### src/rtl/rmf_pkg.sv
package rmf_pkg;
    localparam int ST_W   = 2;
    localparam int IN_W   = 1;
    localparam int OUT_W  = 2;
    localparam int ADDR_W = ST_W + IN_W;
    localparam int DEPTH  = 1 << ADDR_W;
    localparam int WORD_W = ST_W + OUT_W;

    typedef logic [ST_W-1:0]   state_t;
    typedef logic [OUT_W-1:0]  out_t;
    typedef logic [ADDR_W-1:0] addr_t;
    typedef logic [DEPTH-1:0]  table_t;

    typedef struct packed {
        state_t nxt;
        out_t   out;
    } rom_word_t;

    typedef rom_word_t [DEPTH-1:0] rom_image_t;
    typedef table_t [WORD_W-1:0]   table_set_t;

    function automatic addr_t make_addr(input state_t s, input logic d);
        return {s, d};
    endfunction

    function automatic rom_image_t build_image(input table_set_t tabs);
        rom_image_t img;
        for (int a = 0; a < DEPTH; a++) begin
            for (int k = 0; k < WORD_W; k++) begin
                img[a][k] = tabs[k][a];
            end
        end
        return img;
    endfunction
endpackage

### src/rtl/rmf_rom_bit.sv
module rmf_rom_bit
    import rmf_pkg::*;
#(
    parameter table_t CONTENT = '0
) (
    input  addr_t addr,
    output logic  data
);
    assign data = CONTENT[addr];
endmodule

### src/rtl/rmf_lookup.sv
module rmf_lookup
    import rmf_pkg::*;
#(
    parameter table_set_t TABLES     = '0,
    parameter bit         MERGED_ROM = 1'b0
) (
    input  addr_t     addr,
    output rom_word_t word
);
    generate
        if (MERGED_ROM) begin : g_merged
            localparam rom_image_t IMAGE = build_image(TABLES);
            assign word = IMAGE[addr];
        end else begin : g_split
            logic [WORD_W-1:0] bits;
            for (genvar k = 0; k < WORD_W; k++) begin : g_bit
                rmf_rom_bit #(.CONTENT(TABLES[k])) i_rom (
                    .addr (addr),
                    .data (bits[k])
                );
            end
            assign word = rom_word_t'(bits);
        end
    endgenerate
endmodule

### src/rtl/rmf_state_reg.sv
module rmf_state_reg
    import rmf_pkg::*;
(
    input  logic   clk,
    input  logic   rst,
    input  logic   en,
    input  state_t d,
    output state_t q
);
    always_ff @(posedge clk) begin
        if (rst)     q <= '0;
        else if (en) q <= d;
    end


    reset_clear_chk: assert property (@(posedge clk) rst |=> (q == '0));


    hold_chk: assert property (@(posedge clk) disable iff (rst)
        !en |=> (q == $past(q)));
endmodule

### src/rtl/rom_mealy_fsm.sv
module rom_mealy_fsm
    import rmf_pkg::*;
#(
    parameter table_t NS1_TABLE  = 8'h72,
    parameter table_t NS0_TABLE  = 8'h9E,
    parameter table_t OUT1_TABLE = 8'h57,
    parameter table_t OUT0_TABLE = 8'hD8,
    parameter bit     MERGED_ROM = 1'b0
) (
    input  logic       clk,
    input  logic       rst,
    input  logic       en,
    input  logic       din,
    output logic [1:0] state_q,
    output logic [1:0] dout
);
    localparam table_set_t TABLES = {NS1_TABLE, NS0_TABLE, OUT1_TABLE, OUT0_TABLE};

    addr_t     addr;
    rom_word_t word;
    state_t    cur;

    assign addr = make_addr(cur, din);

    rmf_lookup #(.TABLES(TABLES), .MERGED_ROM(MERGED_ROM)) i_lookup (
        .addr (addr),
        .word (word)
    );

    rmf_state_reg i_state (
        .clk (clk),
        .rst (rst),
        .en  (en),
        .d   (word.nxt),
        .q   (cur)
    );

    assign state_q = cur;
    assign dout    = word.out;


    load_chk: assert property (@(posedge clk) disable iff (rst)
        en |=> (state_q == $past(word.nxt)));


    out_src_chk: assert property (@(posedge clk) disable iff (rst)
        dout == {OUT1_TABLE[{state_q, din}], OUT0_TABLE[{state_q, din}]});


    nxt_src_chk: assert property (@(posedge clk) disable iff (rst)
        word.nxt == {NS1_TABLE[{state_q, din}], NS0_TABLE[{state_q, din}]});
endmodule

### config.mk
export PLATFORM = sky130hd
export DESIGN_NAME = rom_mealy_fsm
export DESIGN_NICKNAME = d
export VERILOG_FILES = /design/src/rtl/rmf_pkg.sv /design/src/rtl/rmf_rom_bit.sv /design/src/rtl/rmf_lookup.sv /design/src/rtl/rmf_state_reg.sv /design/src/rtl/rom_mealy_fsm.sv
export SDC_FILE = /design/constraint.sdc
export NUM_CORES = 1
export LEC_CHECK = 0
export ABC_AREA = 1
export BUFFER_PORTS_ARGS = -buffer_cell sky130_fd_sc_hd__clkbuf_2
export CAP_MARGIN = 15
export CORE_AREA = 2 2 39 41
export CTS_CLUSTER_DIAMETER = 60
export CTS_CLUSTER_SIZE = 28
export DETAILED_ROUTE_END_ITERATION = 10
export DIE_AREA = 0 0 41 43
export GPL_ROUTABILITY_DRIVEN = 1
export PLACE_DENSITY = 0.37
export SLEW_MARGIN = 10
export SYNTH_ARGS = -nofsm -noshare
export SYNTH_HDL_FRONTEND = slang
export SYNTH_HIERARCHICAL = 1
export SYNTH_SLANG_ARGS = --single-unit
### constraint.sdc
create_clock -name clk -period 1 [get_ports clk]
set_input_delay 0.1 -clock clk [delete_from_list [all_inputs] [get_ports clk]]
set_output_delay 0.1 -clock clk [all_outputs]
set_load 0.01 [all_outputs]
; After elaboration in Yosys (flattened, before gate mapping)
; Memories as Yosys holds them, arrays and structs flattened. A register that Yosys moved wholly into a read port is not among the register bits.
; Cells that the tools add are included.
[word_totals]
ff_bits = 0
mem_bits_ro = 32
input_bits = 4
output_inout_bits = 4
word_cells = 7
mem_count = 4
[memory_table]
columns = memory, words, word_bits, read_ports, rd_clocked_by_memory_dff, write_ports, line
row1 = (name not given), 8, 1, 1, 0, 0, rmf_rom_bit.sv:9  ; assign data = CONTENT[addr];
row2 = (name not given), 8, 1, 1, 0, 0, rmf_rom_bit.sv:9
row3 = (name not given), 8, 1, 1, 1, 0, rmf_rom_bit.sv:9
row4 = (name not given), 8, 1, 1, 1, 0, rmf_rom_bit.sv:9
[op_classes]
order_cmp = 1
mux = 2
[op_table]
columns = cell, count
row1 = "less-than comparator 3 x 4 -> 1 bit, second input constant", 1
row2 = two-way mux 1 bit, 2

; Logic depth before layout (Yosys ltp)
[depth]
depth_word = 2
mapped_depth = 9
depth_no_buf = 9

; Modules after synthesis
; Netlist, hierarchy kept.
[by_module_without_submodules]
columns = mod, instances, cells_each, area_per_inst_um2, seq_area_each_um2
row1 = rmf_state_reg, 1, 13, 81.3, 40.0
row2 = rmf_rom_bit at i_lookup.g_split.g_bit[2].i_rom, 1, 9, 42.5, 0.0
row3 = rmf_rom_bit at i_lookup.g_split.g_bit[3].i_rom, 1, 5, 18.8, 0.0
row4 = rmf_rom_bit at i_lookup.g_split.g_bit[0].i_rom, 1, 4, 15.0, 0.0
row5 = rmf_rom_bit at i_lookup.g_split.g_bit[1].i_rom, 1, 1, 5.0, 0.0

; Worst setup path before layout
; No wires, ideal clock.
[synth_timing]
path_type = reg-to-reg
from = register i_state.q[0]
to = register i_state.q[0]
setup_time_ps = 113
arrival_ps = 1006
required_time_ps = 887
slack_ps = -120
stages_incl_launch_ff = 10
n_path_buf = 0
period_less_slack_ps = 1120
path_cell_list = dfxtp_1 -> inv_1 -> ha_1 -> inv_1 -> nand2_1 -> nand2_1 -> inv_1 -> nand2_1 -> nand2_1 -> nor2_1
[synth_lines]
columns = element, line
row1 = start: declaration, rmf_state_reg.sv:8  ; output state_t q

; Final worst setup path
[layout_timing]
from = register i_state.q[0]
to = output port dout[1]
[layout_between]
elab_chain_len = 2
[layout_rtl]
columns = element, line
row1 = memory read (8 x 1 bit), --
row2 = two-way mux 1 bit (not written as such), rmf_rom_bit.sv:9
row3 = end: declaration, rom_mealy_fsm.sv:15  ; output logic [1:0] dout
; No other way between the ends. The select of a mux whose other input is x is not followed.

==> run metrics <==
Worst Hold Depth=4; fin crit period=1.035 ns; Worst setup EP type=primary output; First-pass DRT Iterations=2; Final WS setup=-0.03469 ns; Area contributors post-synth=nand2_1, inv_1, dfxtp_1; H-tree depth=1; Detail Placement HPWL=298.6 um; FP Rows=14; min-delay src=rst; PwrDens=1336 nW/um^2; share of the synthesized area in the top cell type=30.00%; via density per instance=3.238; Max clock buf depth=2; Die X=41 um; CTS tree=done; max FFs per register=2; CTS clock-pin slew for the worst setup and hold paths=0.04 ns; gr usage total=6.513%; reg2reg setup slack=-0.02 ns; largest registers=i_state/q (2); Antenna Cells=0; Starting DRT DRC Count=2; Total Routed Length=422 um; mean area per synthesized cell=5.083 sq um; outcome=finished with violations; first-pass GRT wire length=745 um; Die ar.=1763 sq um; Max transition margin=90.24%; Yosys cell types=6; CP peak stage delay=0.34 ns; post-DR wirelength/cell=6.698 um; final max-slew violation count=0; Max IR drop VDD=0.0006774 V; Worst Tran Pin Value=0.1464 ns; crit path DAT=0.93 ns; achievable frequency=966.5 MHz; Leak Pwr=0.1830 nW; Final Cycle Share=103.5%; commonest non-fill, non-tap cell in the layout=nand2_1; final total power=0.4061 mW; Setup Slack @ Placement=0.004846 ns; Max Cap Violations=0; failing checks=negative setup slack; Max FO, Critical Path=5; number of global-route vias before repair=190; YS warnings=6; GP Congestion=0.5523; Num CTS Buffers=3; unrepaired setup endpoints after global routing=yes; initial antenna violation count=0; Seq/Total Area, Yosys=24.62%; core area=1384 sq um; most frequent cells in the layout=nand2_1, inv_1, clkbuf_2; largest net degree at the start of global routing=8; CTS Sinks=2; global route overflow=0; worst-case clock skew=0.009933 ns; post-layout util=21.97%; Worst Reg-to-Reg Cells=9; num ports=8; IO buf count=7; # fillers=167; Worst Setup Start Kind=flip-flop; Routed Antenna Nets=0; Chip Height=43 um; crit path cell chain=buf_6, o21ai_2, buf_2; Synth area leader=nand2_1; DRC viols=0; via count=204; #FFs+latches synth=2; area delta synth->final=86.92%; Reg with most FFs=i_state/q; WS Path Type=flip-flop to primary output; CTS root buf=clkbuf_4; later-pin clock latency in the skew report=0.23 ns; Final Hold Fails=0; Layout Nets=53; Final Setup Violations=2; cell count after synthesis=32; Worst Path Required=0.90 ns; hold path endpoint=i_state/q[0]; worst min path class=input pin to flip-flop; synthesized area=162.7 sq um; net count after synthesis=37; Reg2Reg Launch Point=i_state/q[0]; Critical R2R Capture=i_state/q[0]; Crit-path slowest cell=dfxtp_4; share of layout cells above drive strength 1=48.94%; Initial Util=11.75%
==> power by group <==
part           switching [mW]  leakage, nW  internal [mW]
sequential            0.00934       0.0175         0.0876
clock                  0.0494       0.0150          0.148
combinational          0.0562        0.151         0.0553
total                   0.115        0.183          0.291
==> kinds of logic after synthesis <==
logic type / Yosys count / synth area share, %
flip-flops: 2 / 24.62
buffers and inverters: 11 / 25.38
AO/OA/AOI/OAI: 1 / 3.074
AND/OR/NAND/NOR: 17 / 39.23
adder cells (fa/ha/maj): 1 / 7.691
==> worst max-delay path, delay by kind of cell, from the launching register on <==
family          cells  cell delay [ns]
compound gates      1             0.11
buf+inv             2             0.25
flops               1             0.34
==> cell usage after synthesis, drive strengths merged <==
cell type	n
inv	11
nor2	4
o21ai	1
nand2	13
dfxtp	2
ha	1
==> how the worst max path moves through the flow <==
stage,startpoint,endpoint
2_1_floorplan,i_state/q[0],i_state/q[0]
3_3_place_gp,i_state/q[0],i_state/q[0]
3_5_place_dp,i_state/q[0],i_state/q[0]
4_1_cts,i_state/q[0],dout[1]
5_1_grt,i_state/q[0],dout[1]
6_report,i_state/q[0],dout[1]
==> layer usage <==
layer | track usage [%] | vias to the layer above | share of wire [%]
met5 | 0 | - | 0
met4 | 4.000 | 0 | 0
met3 | 5.236 | 0 | 9.2
met2 | 7.813 | 6 | 41
met1 | 7.668 | 81 | 49
li1 | - | 117 | -
==> area by class of cell <==
type / instances / area [sq um] / share of cell area (%)
clock buffers: 4 / 26.28 / 8.642
inverters: 11 / 41.29 / 13.58
multi-input cells: 19 / 102.6 / 33.74
flip-flops and latches: 2 / 45.04 / 14.81
well taps: 16 / 20.02 / 6.584
repair buffers: 11 / 68.82 / 22.63
==> through the flow <==
step	cells	area (sq um)	hold slack (ns)	setup TNS, ns
after global routing	63	304.0	0.1456	-0.2080
final	63	304.0	0.1213	-0.05169
after detailed placement	57	249.0	0.3596	0
after floorplan	32	178.9	0.2194	-0.02109
after CTS	62	291.5	0.1151	-0.04643
after global placement	57	249.0	0.3542	-0.004282
==> timing repair <==
item,CTS,global route
endpoints found under the hold margin,0,0
pin swaps,1,2
endpoints found under the setup margin,3,3
setup buffers,1,1
gates resized for setup,4,4
hold buffers,0,0
Power figures use the tool's default switching activity.
